[config.mk]
export PLATFORM = sky130hd
export DESIGN_NAME = rand_clk_gate
export DESIGN_NICKNAME = d
export VERILOG_FILES = /design/src/rtl/rcg_pkg.sv /design/src/rtl/rcg_whitener.sv /design/src/rtl/rcg_window.sv /design/src/rtl/rand_clk_gate.sv
export SDC_FILE = /design/constraint.sdc
export NUM_CORES = 1
export LEC_CHECK = 0
export BUFFER_PORTS_ARGS = -buffer_cell sky130_fd_sc_hd__buf_2
export CAP_MARGIN = 25
export CORE_ASPECT_RATIO = 1.75
export CORE_UTILIZATION = 55
export DETAILED_ROUTE_END_ITERATION = 6
export PLACE_DENSITY_LB_ADDON = 0.08
export RECOVER_POWER = 50
export SLEW_MARGIN = 0
export SYNTH_ARGS = -nofsm -noshare
export SYNTH_HDL_FRONTEND = slang
export SYNTH_SLANG_ARGS = --single-unit
[constraint.sdc]
create_clock -name clk -period 2.28 [get_ports clk]
set_input_delay 0.228 -clock clk [delete_from_list [all_inputs] [get_ports clk]]
set_output_delay 0.228 -clock clk [all_outputs]
set_load 0.02 [all_outputs]
[src/rtl/rcg_pkg.sv]
package rcg_pkg;

    localparam int          LFSR_W    = 16;
    localparam logic [15:0] LFSR_TAPS = 16'hB400;   // bits 15, 13, 12, 10
    localparam int          DATA_W    = 8;

    typedef logic [LFSR_W-1:0] lfsr_t;

    // One Fibonacci step with an optional injected bit.
    function automatic lfsr_t lfsr_step(input lfsr_t s, input logic inj);
        return {s[LFSR_W-2:0], (^(s & LFSR_TAPS)) ^ inj};
    endfunction

    typedef struct packed {
        lfsr_t state;
    } whiten_regs_t;

endpackage

[src/rtl/rcg_whitener.sv]
module rcg_whitener
    import rcg_pkg::*;
#(
    parameter logic [15:0] SEED = 16'hACE1
) (
    input  logic  clk,
    input  logic  rst_n,
    input  logic  noise_i,
    output lfsr_t state_o
);

    localparam lfsr_t EFF_SEED = (SEED == '0) ? lfsr_t'(1) : SEED;

    whiten_regs_t r_d, r_q;
    lfsr_t        step1, step2;

    always_comb begin
        step1 = lfsr_step(r_q.state, noise_i);
        step2 = lfsr_step(step1, 1'b0);
        r_d   = r_q;
        if (!rst_n) begin
            r_d.state = EFF_SEED;
        end else if (step2 == '0) begin
            r_d.state = EFF_SEED;
        end else begin
            r_d.state = step2;
        end
    end

    always_ff @(posedge clk) begin
        r_q <= r_d;
    end

    assign state_o = r_q.state;

    // two-position shift between consecutive active cycles
    p_shift_two_r1: assert property (@(posedge clk) disable iff (!rst_n)
        $past(rst_n) |-> ((r_q.state[LFSR_W-1:2] == $past(r_q.state[LFSR_W-3:0]))
                          || (r_q.state == EFF_SEED)));

    // register never sits at zero once running
    p_nonzero_r2: assert property (@(posedge clk) disable iff (!rst_n)
        $past(rst_n) |-> (r_q.state != '0));

    // reset loads the seed
    p_seed_r2: assert property (@(posedge clk)
        !rst_n |=> (r_q.state == EFF_SEED));

endmodule

[src/rtl/rcg_window.sv]
module rcg_window #(
    parameter int WINDOW = 1000,
    parameter int CW     = $clog2(WINDOW + 1)
) (
    input  logic          clk,
    input  logic          rst_n,
    input  logic          hit_i,
    output logic [CW-1:0] count_o,
    output logic          done_o
);

    localparam int PW = (WINDOW > 1) ? $clog2(WINDOW) : 1;
    localparam logic [PW-1:0] LAST_POS = PW'(WINDOW - 1);

    typedef struct packed {
        logic [PW-1:0] pos;
        logic [CW-1:0] acc;
        logic [CW-1:0] last;
        logic          done;
    } win_regs_t;

    win_regs_t r_d, r_q;

    always_comb begin
        r_d      = r_q;
        r_d.done = 1'b0;
        if (!rst_n) begin
            r_d = '0;
        end else if (r_q.pos == LAST_POS) begin
            r_d.last = r_q.acc + CW'(hit_i);
            r_d.acc  = '0;
            r_d.pos  = '0;
            r_d.done = 1'b1;
        end else begin
            r_d.pos = r_q.pos + 1'b1;
            r_d.acc = r_q.acc + CW'(hit_i);
        end
    end

    always_ff @(posedge clk) begin
        r_q <= r_d;
    end

    assign count_o = r_q.last;
    assign done_o  = r_q.done;

    // accumulated hits never exceed the cycles elapsed in the window
    p_acc_le_pos_r7: assert property (@(posedge clk) disable iff (!rst_n)
        CW'(r_q.acc) <= CW'(r_q.pos));

    // close pulse lasts one cycle
    p_done_pulse_r7: assert property (@(posedge clk) disable iff (!rst_n)
        done_o |=> !done_o);

    // reported count bounded by window length
    p_count_max_r7: assert property (@(posedge clk) disable iff (!rst_n)
        count_o <= CW'(WINDOW));

endmodule

[src/rtl/rand_clk_gate.sv]
module rand_clk_gate
    import rcg_pkg::*;
#(
    parameter logic [15:0] SEED   = 16'hACE1,
    parameter int          WINDOW = 1000,
    parameter int          CW     = $clog2(WINDOW + 1)
) (
    input  logic              clk,
    input  logic              rst_n,
    input  logic              noise_i,
    output logic              core_en,
    output logic              periph_en,
    output logic              dummy_req,
    output logic [DATA_W-1:0] dummy_data,
    output logic [CW-1:0]     win_count,
    output logic              win_done
);

    lfsr_t state;
    logic  hit;

    rcg_whitener #(.SEED(SEED)) u_whiten (
        .clk     (clk),
        .rst_n   (rst_n),
        .noise_i (noise_i),
        .state_o (state)
    );

    always_comb begin
        hit        = rst_n & state[1] & state[0];
        core_en    = hit;
        periph_en  = 1'b1;
        dummy_req  = rst_n & ~hit;
        dummy_data = dummy_req ? state[LFSR_W-1 -: DATA_W] : '0;
    end

    rcg_window #(.WINDOW(WINDOW), .CW(CW)) u_window (
        .clk     (clk),
        .rst_n   (rst_n),
        .hit_i   (hit),
        .count_o (win_count),
        .done_o  (win_done)
    );

    // exactly one of core step or dummy activity in each active cycle
    p_one_activity_r5: assert property (@(posedge clk) disable iff (!rst_n)
        $onehot({core_en, dummy_req}));

    // no random byte leaks when no dummy request is raised
    p_data_quiet_r6: assert property (@(posedge clk) disable iff (!rst_n)
        !dummy_req |-> (dummy_data == '0));

endmodule

==> impl_metrics.env, run 1 <==
export IMPL_grt_pass1_vias=1208
export IMPL_place_ws_ps=475
export IMPL_dieArea_mm2=0.00361
export IMPL_tightest_slew_ps=594
export IMPL_regToRegSetupSlack_ps=470
export IMPL_outcome="complete, no violations"
export IMPL_ys_seq_area_frac=0.509
export IMPL_syn_area_mm2=0.00185
export IMPL_power_density_mw_per_mm2=842
export IMPL_hp_start="rst_n"
export IMPL_required_ps=2440
export IMPL_finalNetCount=208
export IMPL_first_pass_iters=4
export IMPL_slew_violations=0
export IMPL_whs_endpoint="u_whiten.state_o[4]$_SDFF_PP0_"
export IMPL_yosys_area_top_type="dfxtp_1"
export IMPL_setup_worst_path_start_class="flop"
export IMPL_hold_viol=0
export IMPL_worstHoldPathCells=2
export IMPL_rsz0062_at_grt="false"
export IMPL_ys_types=33
export IMPL_synth_most_common_cell="dfxtp_1"
export IMPL_critical_path_class="reg2reg"
export IMPL_clock_sinks=47
export IMPL_ys_seq_elements=47
export IMPL_total_power_uw=1710
export IMPL_async_reset_ff_frac=0
export IMPL_ctsHoldBuffers=0
export IMPL_area_growth_pct=10.2
export IMPL_fill_cells=307
export IMPL_synthesis_nets=191
export IMPL_worst_path_max_delay_cell="nand2b_1"
export IMPL_r2r_start="u_window.r_q[21]$_SDFF_PP0_"
export IMPL_clock_skew_ps=4.80
export IMPL_cts_buffers=5
export IMPL_vias=1268
export IMPL_synth_edf_count=0
export IMPL_rows=27
export IMPL_postRouteAntennaNets=0
export IMPL_start_util=0.582
export IMPL_fin_ws_ps=469
export IMPL_globalplace_congestion=0.773
export IMPL_drt_iter0_drc=13
export IMPL_synth_cells=184
export IMPL_synth_ff_type="dfxtp_1"
export IMPL_avgSynthCellArea_um2=10.0
export IMPL_ff2ff_path_depth=5
export IMPL_relSlewSlack=0.604
export IMPL_antenna_cells=0
export IMPL_grt_ovfl_total=0
export IMPL_cts_setup_buffers=0
export IMPL_layoutNonFillerInstCount=245
export IMPL_cts_resized_gates=0
export IMPL_leakagePower_uw=0.000804
export IMPL_arrival_ps=1970
export IMPL_dieWidth_um=45.8
export IMPL_grt_usage=0.206
export IMPL_clk_path_buf_depth=2
export IMPL_yosys_area_top_type_share=0.509
export IMPL_viasPerCell=5.18
export IMPL_antenna_found_initial=0
export IMPL_h_tree_depth=2
export IMPL_wirelength_um=3080
export IMPL_ir_drop_mv=0.653
export IMPL_hold_path_class="in2reg"
export IMPL_setup_viol=0
export IMPL_clk_latency_ps=300
export IMPL_tritoncts="built"
export IMPL_grt_max_degree=16
export IMPL_cp_cell_sequence="ha_1 > nand4b_1 > nor3_1 > nand2b_1 > nor2_1"
export IMPL_root_buffer="clkbuf_8"
export IMPL_grt_pass1_wl_um=5330
export IMPL_tns_ps=0
export IMPL_critPathMaxFanout=15
export IMPL_drcViolationCount=0
export IMPL_place_inst=237
export IMPL_drive_gt1_frac=0.134
export IMPL_clock_fmax_ghz=0.552
export IMPL_whs_ps=293
export IMPL_wl_per_cell_um=12.6
export IMPL_critPathCaptureType="flop"
export IMPL_core_area_mm2=0.00318
export IMPL_hpwl_um=2300
export IMPL_fin_crit_ps=1810
export IMPL_r2r_end="u_window.r_q[19]$_SDFF_PP0_"
export IMPL_ioPinCount=25
export IMPL_ys_warn_count=0
export IMPL_die_h_um=78.7
export IMPL_synth_common_cells="47 x dfxtp_1, 25 x nor2_1, 18 x and2_1"
export IMPL_path_clk_slew_ps=90
export IMPL_fin_crit_sh=0.794
export IMPL_cpPeakStageDelay_ps=550
export IMPL_synthTopCellsByArea="dfxtp_1 51%, and2_1 6.1%, xnor2_1 5.2%"
export IMPL_maxCapViolCount=0
export IMPL_io_buffers=23
[power by group]
group	internal (uW)	switching [uW]	total, uW
Clock	437	273	710
Combinational	52.8	77.6	130
Sequential	852	22.6	874
[cell usage in the layout, fill, tap and decap left out, types with 6 or more instances in the layout]
cell	n
buf_2	11
xnor2_1	11
nand3_1	7
clkbuf_1	13
or2_2	6
o2bb2ai_1	8
xor2_1	10
and2_1	16
dfxtp_1	47
nor2_1	25
[worst max-delay path by stage]
stage	start	to	slack, ps	depth (start not counted)
after floorplan	rst_n	u_window.count_o[9]$_SDFFE_PN0P_	480	7
after global placement	rst_n	u_window.count_o[9]$_SDFFE_PN0P_	510	7
after detailed placement	rst_n	u_window.count_o[9]$_SDFFE_PN0P_	480	7
after CTS	u_whiten.state_o[12]$_SDFF_PP0_	u_whiten.state_o[13]$_SDFF_PP1_	540	6
after global routing	u_window.r_q[21]$_SDFF_PP0_	u_window.r_q[19]$_SDFF_PP0_	260	5
final	u_window.r_q[21]$_SDFF_PP0_	u_window.r_q[19]$_SDFF_PP0_	470	5
[cells by family (layout without fill, tap and decap cells)]
family | count (synthesis) | count (layout) | synth area share
other | 1 | 1 | 0.00203
AOI/OAI and AO/OA | 15 | 15 | 0.0718
xor gates and xnor gates | 21 | 21 | 0.0995
and+or+nand+nor | 77 | 77 | 0.227
buffers and inverters | 19 | 37 | 0.0636
adders and majority gates | 4 | 4 | 0.0271
DFF | 47 | 47 | 0.509
[registers in the layout, indices dropped and copies added (netlist names)]
name and flops:
u_window.count_o 10, u_window.done_o 1, u_window.r_q 20, u_whiten.state_o 16
[layer usage]
| metal | wire length (um) | global-route usage |
|---|---|---|
| met5 | 0 | 0 |
| met4 | 69 | 0.0971 |
| met3 | 94 | 0.0483 |
| met2 | 1680 | 0.360 |
| met1 | 1240 | 0.219 |
[through the flow]
| stage | area, um^2 | util |
|---|---|---|
| 4_1_cts | 2060 | 0.649 |
| 3_3_place_gp | 1930 | 0.606 |
| 6_report | 2040 | 0.641 |
| 3_5_place_dp | 1930 | 0.606 |
| 5_1_grt | 2040 | 0.641 |
| 2_1_floorplan | 1850 | - |
[critical path: cells and delay by family (launching register included)]
family	cells	cell delay (ps)
AND/OR/NAND/NOR	4	1100
flip-flops	1	370
adder cells (fa/ha/maj)	1	210
[layout make-up]
class / instances / area, um^2 / share of cell area
inverter: 5 / 18.8 / 0.00922
multi-input combinational: 118 / 782 / 0.384
clock buffer: 5 / 68.8 / 0.0338
timing repair buffer: 24 / 104 / 0.0510
tap: 43 / 53.8 / 0.0264
clock inverter: 3 / 67.6 / 0.0332
sequential: 47 / 941 / 0.462
Note: power is estimated with default switching activity, not from simulation.
==> run 2: changes to the inputs <==
--- a/config.mk
+++ b/config.mk
@@ -8,7 +8,7 @@
 export BUFFER_PORTS_ARGS = -buffer_cell sky130_fd_sc_hd__buf_2
 export CAP_MARGIN = 25
 export CORE_ASPECT_RATIO = 1.75
-export CORE_UTILIZATION = 55
+export CORE_UTILIZATION = 50
 export DETAILED_ROUTE_END_ITERATION = 6
 export PLACE_DENSITY_LB_ADDON = 0.08
 export RECOVER_POWER = 50
==> constraint.sdc (replaced) <==
create_clock -name clk -period 1.5 [get_ports clk]
set_input_delay 0.15 -clock clk [delete_from_list [all_inputs] [get_ports clk]]
set_output_delay 0.15 -clock clk [all_outputs]
set_load 0.02 [all_outputs]
==> run 2 against run 1 <==
Net effect: the run now ends with setup timing left; cell count up 11%; first-iteration DRC count grew 31%; worst hold slack better by 130 ps; cell area increased by 24%; via count increased by 9.2%; sequential power grew 54%; critical path depth grew 2; clock skew up 10 ps; maximum frequency rose by 15%.
==> impl_metrics.env, run 2 (same netlist as run 1, synthesis figures left out) <==
export IMPL_outcome="finished with violations"
export IMPL_violations="setup timing"
export IMPL_worst_path_max_delay_cell="dfxtp_2"
export IMPL_leakagePower_uw=0.00106
export IMPL_globalplace_congestion=0.700
export IMPL_drcViolationCount=0
export IMPL_critPathMaxFanout=4
export IMPL_cp_buffers_inverters=2
export IMPL_dieWidth_um=48.0
export IMPL_maxCapViolCount=0
export IMPL_cpPeakStageDelay_ps=340
export IMPL_hold_viol=0
export IMPL_die_h_um=82.4
export IMPL_path_delay_family="XOR/XNOR gates"
export IMPL_cp_cell_sequence="inv_2 > ha_4 > xnor2_4 > xnor2_4 > o31ai_4 > buf_6 > or2_4"
export IMPL_first_pass_iters=2
export IMPL_ioPinCount=25
export IMPL_viasPerCell=5.09
export IMPL_grt_pass1_wl_um=6440
export IMPL_h_tree_depth=2
export IMPL_whs_endpoint="u_window.r_q[23]$_SDFF_PP0_"
export IMPL_clock_fmax_ghz=0.636
export IMPL_rsz0062_at_grt="true"
export IMPL_fin_crit_sh=1.05
export IMPL_rows=28
export IMPL_grt_pass1_vias=1462
export IMPL_ff2ff_path_depth=7
export IMPL_grtUsageMet3=0.0587
export IMPL_top_register="u_window.r_q"
export IMPL_critical_path_class="reg2reg"
export IMPL_grt_usage=0.232
export IMPL_r2r_end="u_whiten.state_o[13]$_SDFF_PP1_"
export IMPL_largest_reg_flops=20
export IMPL_postRouteAntennaNets=0
export IMPL_start_util=0.533
export IMPL_clk_path_buf_depth=2
export IMPL_final_common_cell="dfxtp_1"
export IMPL_wl_per_cell_um=15.5
export IMPL_fill_cells=265
export IMPL_drt_iter0_drc=17
export IMPL_antenna_cells=0
export IMPL_cpMostUsedCell="xnor2_4"
export IMPL_place_inst=261
export IMPL_antenna_found_initial=0
export IMPL_clk_latency_ps=300
export IMPL_finalNetCount=233
export IMPL_grt_max_degree=16
export IMPL_place_area_mm2=0.00211
export IMPL_clock_skew_ps=14.9
export IMPL_clock_sinks=47
export IMPL_r2r_start="u_whiten.state_o[13]$_SDFF_PP1_"
export IMPL_dieArea_mm2=0.00395
export IMPL_area_growth_pct=36.2
export IMPL_power_density_mw_per_mm2=1070
export IMPL_core_area_mm2=0.00347
export IMPL_worstHoldPathCells=5
export IMPL_setup_worst_path_start_class="flop"
export IMPL_slew_violations=0
export IMPL_hpwl_um=2770
export IMPL_drive_gt1_frac=0.436
export IMPL_gr_usage_met2=0.428
export IMPL_postLayoutCellArea_mm2=0.00252
export IMPL_fin_crit_ps=1570
export IMPL_cts_buffers=5
export IMPL_setup_viol=17
export IMPL_fin_ws_ps=-71.9
export IMPL_vias=1385
export IMPL_arrival_ps=1760
export IMPL_wirelength_um=4210
export IMPL_hold_path_class="in2reg"
export IMPL_regToRegSetupSlack_ps=-70
export IMPL_hp_start="rst_n"
export IMPL_critPathCaptureType="flop"
export IMPL_layoutNonFillerInstCount=272
export IMPL_multiInputGateArea_um2=998
export IMPL_layout_common_cells="42 x dfxtp_1, 22 x nor2_1, 18 x buf_4, 15 x buf_6, 15 x buf_2"
export IMPL_tritoncts="built"
export IMPL_busiest_layer="met2"
export IMPL_regArea_um2=952
export IMPL_path_clk_slew_ps=90
export IMPL_root_buffer="clkbuf_8"
export IMPL_ir_drop_mv=1.08
export IMPL_relSlewSlack=0.635
export IMPL_io_buffers=23
export IMPL_tightest_slew_ps=547
export IMPL_gr_usage_met1=0.226
export IMPL_grt_ovfl_total=0
export IMPL_required_ps=1690
[run 2: changes by cell type in the layout (fill, tap and decap cells not counted), sizes merged]
cell      delta
buf         +37
clkbuf      -13
clkinv       +2
bufinv       -1
clkinvlp     -1
nand2b       +1
[run 2: layout make-up]
type | count | area share
Clock inverter | 3 | 0.0174
Multi-Input combinational cell | 119 | 0.397
Tap cell | 45 | 0.0224
Clock buffer | 5 | 0.0273
Inverter | 5 | 0.00746
Sequential cell | 47 | 0.378
Timing Repair Buffer | 48 | 0.151
[run 2: worst max path at each step]
stage / start / endpoint / slack (ps) / cells after the start
2_1_floorplan: u_whiten.state_o[13]$_SDFF_PP1_ / u_whiten.state_o[10]$_SDFF_PP1_ / -30 / 6
3_3_place_gp: u_whiten.state_o[13]$_SDFF_PP1_ / u_whiten.state_o[6]$_SDFF_PP1_ / -140 / 7
3_5_place_dp: u_whiten.state_o[13]$_SDFF_PP1_ / u_whiten.state_o[13]$_SDFF_PP1_ / -190 / 7
4_1_cts: u_whiten.state_o[12]$_SDFF_PP0_ / u_whiten.state_o[13]$_SDFF_PP1_ / -60 / 7
5_1_grt: u_whiten.state_o[12]$_SDFF_PP0_ / u_whiten.state_o[15]$_SDFF_PP1_ / -130 / 7
6_report: u_whiten.state_o[13]$_SDFF_PP1_ / u_whiten.state_o[13]$_SDFF_PP1_ / -70 / 7
[run 2: per-stage QoR]
| stage | util | power (uW) | setup WS, ps | TNS (ps) | hold WS [ps] |
|---|---|---|---|---|---|
| 5_1_grt | 0.726 | 2790 | -125 | -1260 | 430 |
| 2_1_floorplan | - | 1520 | -27.1 | -166 | 324 |
| 3_5_place_dp | 0.610 | 1650 | -194 | -2760 | 444 |
| 3_3_place_gp | 0.610 | 1640 | -142 | -1350 | 441 |
| 6_report | 0.726 | 2690 | -71.9 | -538 | 424 |
| 4_1_cts | 0.687 | 2630 | -58.0 | -502 | 403 |
[run 2: tightest hold or removal path, delay by kind of cell]
family / cells / cell delay (ps)
buf+inv: 4 / 480
simple gates: 1 / 50
[run 2: power by group]
| part | switching [uW] | leakage [uW] | internal (uW) | total [uW] |
|---|---|---|---|---|
| Clock | 422 | 0.0000581 | 496 | 919 |
| Sequential | 48.0 | 0.000385 | 1300 | 1350 |
| Combinational | 189 | 0.000618 | 240 | 429 |
[run 2: what timing repair did]
item,in CTS,in global routing
pin swaps,5,9
hold buffers,0,0
setup buffers,1,1
hold endpoints to repair,0,0
endpoints found under the setup margin,32,39
gates resized for setup,38,28
cloned,1,1
[run 2: metal layers]
| layer | vias to the layer above | wire, um |
|---|---|---|
| li1 | 686 | - |
| met1 | 658 | 1460 |
| met2 | 29 | 2500 |
| met3 | 12 | 119 |
| met4 | 0 | 121 |
| met5 | - | 0 |
==> run 3: changes to the inputs <==
--- a/config.mk
+++ b/config.mk
@@ -7,8 +7,10 @@
 export LEC_CHECK = 0
 export BUFFER_PORTS_ARGS = -buffer_cell sky130_fd_sc_hd__buf_2
 export CAP_MARGIN = 25
+export CELL_PAD_IN_SITES_DETAIL_PLACEMENT = 1
+export CELL_PAD_IN_SITES_GLOBAL_PLACEMENT = 1
 export CORE_ASPECT_RATIO = 1.75
-export CORE_UTILIZATION = 50
+export CORE_UTILIZATION = 39
 export DETAILED_ROUTE_END_ITERATION = 6
 export PLACE_DENSITY_LB_ADDON = 0.08
 export RECOVER_POWER = 50
==> run 3 against run 2 <==
Net effect: the run still ends with setup timing left; via count increased by 3.0%; clock power increased by 18%; cell count increased by 3.7%; worst setup slack improved by 15 ps; clock skew decreased by 5.4 ps; cell area increased by 4.4%; maximum frequency increased by 0.98%; power increased by 5.9%; largest power group unchanged; utilization decreased by 14 points; sequential power about the same.
==> impl_metrics.env, run 3 (same netlist as run 1, synthesis figures left out) <==
export IMPL_setup_worst_path_start_class="flop"
export IMPL_clock_fmax_ghz=0.642
export IMPL_antenna_cells=0
export IMPL_root_buffer="clkbuf_8"
export IMPL_drive_gt1_frac=0.476
export IMPL_arrival_ps=1750
export IMPL_dieWidth_um=54.0
export IMPL_fin_crit_sh=1.04
export IMPL_finalNetCount=237
export IMPL_critPathMaxFanout=8
export IMPL_slew_violations=0
export IMPL_antenna_found_initial=0
export IMPL_fin_crit_ps=1560
export IMPL_required_ps=1690
export IMPL_cpPeakStageDelay_ps=350
export IMPL_dieArea_mm2=0.00503
export IMPL_top_register="u_window.r_q"
export IMPL_ioPinCount=25
export IMPL_hp_start="rst_n"
export IMPL_grt_max_degree=16
export IMPL_maxCapViolCount=0
export IMPL_critical_path_class="reg2reg"
export IMPL_ir_drop_mv=1.25
export IMPL_grt_ovfl_total=0
export IMPL_cts_buffers=5
export IMPL_critPathCaptureType="flop"
export IMPL_grt_usage=0.205
export IMPL_ff2ff_path_depth=7
export IMPL_globalplace_congestion=0.694
export IMPL_cp_depth=7
export IMPL_rows=32
export IMPL_place_ws_ps=-255
export IMPL_first_pass_iters=3
export IMPL_leakagePower_uw=0.00108
export IMPL_worstHoldPathCells=4
export IMPL_clock_sinks=47
export IMPL_grt_pass1_wl_um=7360
export IMPL_start_util=0.412
export IMPL_setup_viol=9
export IMPL_r2r_start="u_whiten.state_o[13]$_SDFF_PP1_"
export IMPL_regToRegSetupSlack_ps=-60
export IMPL_io_buffers=23
export IMPL_core_area_mm2=0.00448
export IMPL_postRouteAntennaNets=0
export IMPL_drt_iter0_drc=14
export IMPL_area_growth_pct=42.2
export IMPL_violations="setup timing"
export IMPL_worst_path_max_delay_cell="dfxtp_2"
export IMPL_path_clk_slew_ps=80
export IMPL_h_tree_depth=2
export IMPL_tns_ps=-337
export IMPL_ctsHoldBuffers=0
export IMPL_hold_path_class="in2reg"
export IMPL_hold_viol=0
export IMPL_clk_latency_ps=300
export IMPL_grt_pass1_vias=1607
export IMPL_fin_ws_ps=-56.8
export IMPL_outcome="finished with violations"
export IMPL_cp_cell_sequence="inv_2 > ha_4 > xnor2_4 > xnor2_2 > o31ai_4 > buf_6 > or2_4"
export IMPL_drcViolationCount=0
export IMPL_wirelength_um=4710
export IMPL_layout_common_cells="41 x dfxtp_1, 23 x buf_4, 21 x nor2_1, 15 x buf_2, 14 x buf_6"
export IMPL_cp_buffers_inverters=2
export IMPL_wl_per_cell_um=16.7
export IMPL_hpwl_um=3190
export IMPL_whs_endpoint="u_window.r_q[23]$_SDFF_PP0_"
export IMPL_power_density_mw_per_mm2=1090
export IMPL_die_h_um=93.1
export IMPL_path_delay_family="XOR/XNOR gates"
export IMPL_largest_reg_flops=20
export IMPL_rsz0062_at_grt="true"
export IMPL_r2r_end="u_whiten.state_o[13]$_SDFF_PP1_"
export IMPL_final_common_cell="dfxtp_1"
export IMPL_clock_skew_ps=9.54
export IMPL_viasPerCell=5.06
export IMPL_vias=1427
export IMPL_clk_path_buf_depth=2
export IMPL_tritoncts="built"
run 3: where the power goes:
group | leakage [uW] | total, uW | switching, uW | internal [uW]
sequential | 0.000385 | 1350 | 50.2 | 1300
clock | 0.0000644 | 1080 | 421 | 664
combinational | 0.000635 | 419 | 181 | 238
total | 0.00108 | 2850 | 652 | 2200
run 3: tightest hold or removal path, stage by stage:
cell	delay, ps
buf_2	120
inv_1	90
buf_4	160
nor2_1	50
run 3: area by class of cell:
class / count / area (um^2)
fill: 492 / 1860
multi-input combinational: 119 / 1050
sequential: 47 / 953
timing repair buffer: 52 / 405
clock buffer: 5 / 68.8
clock inverter: 3 / 67.6
tap: 51 / 63.8
inverter: 5 / 18.8
run 3: metal layers:
layer,vias to the layer above,share of wire,global-route usage
met4,0,0.025,0.0897
li1,689,-,-
met1,710,0.34,0.186
met5,-,0,0
met2,21,0.62,0.402
met3,7,0.021,0.0390
run 3: what timing repair did:
item	4_1_cts	5_1_grt
cloned	1	1
gates resized for setup	35	40
buffers inserted	2	2
pin swaps	6	12
setup endpoints to repair	44	41
run 3: through the flow:
stage               power, uW  hold slack (ps)  instance area [um^2]  utilization  instances
global route             2980              322                  2630        0.586        282
floorplan                1520              324                  1870            -        184
CTS                      2820              295                  2430        0.542        279
detailed placement       1650              444                  2130        0.475        268
finish                   2850              318                  2630        0.586        282
global placement         1640              440                  2130        0.475        268
run 3: how the worst max path moves through the flow:
stage                                               start                              end  slack (ps)
after floorplan           u_whiten.state_o[13]$_SDFF_PP1_  u_whiten.state_o[10]$_SDFF_PP1_         -30
after global placement    u_whiten.state_o[13]$_SDFF_PP1_   u_whiten.state_o[5]$_SDFF_PP1_        -170
after detailed placement  u_whiten.state_o[13]$_SDFF_PP1_   u_whiten.state_o[5]$_SDFF_PP1_        -250
after CTS                 u_whiten.state_o[13]$_SDFF_PP1_   u_whiten.state_o[5]$_SDFF_PP1_         -40
after global routing      u_whiten.state_o[13]$_SDFF_PP1_  u_whiten.state_o[13]$_SDFF_PP1_        -120
final                     u_whiten.state_o[13]$_SDFF_PP1_  u_whiten.state_o[13]$_SDFF_PP1_         -60
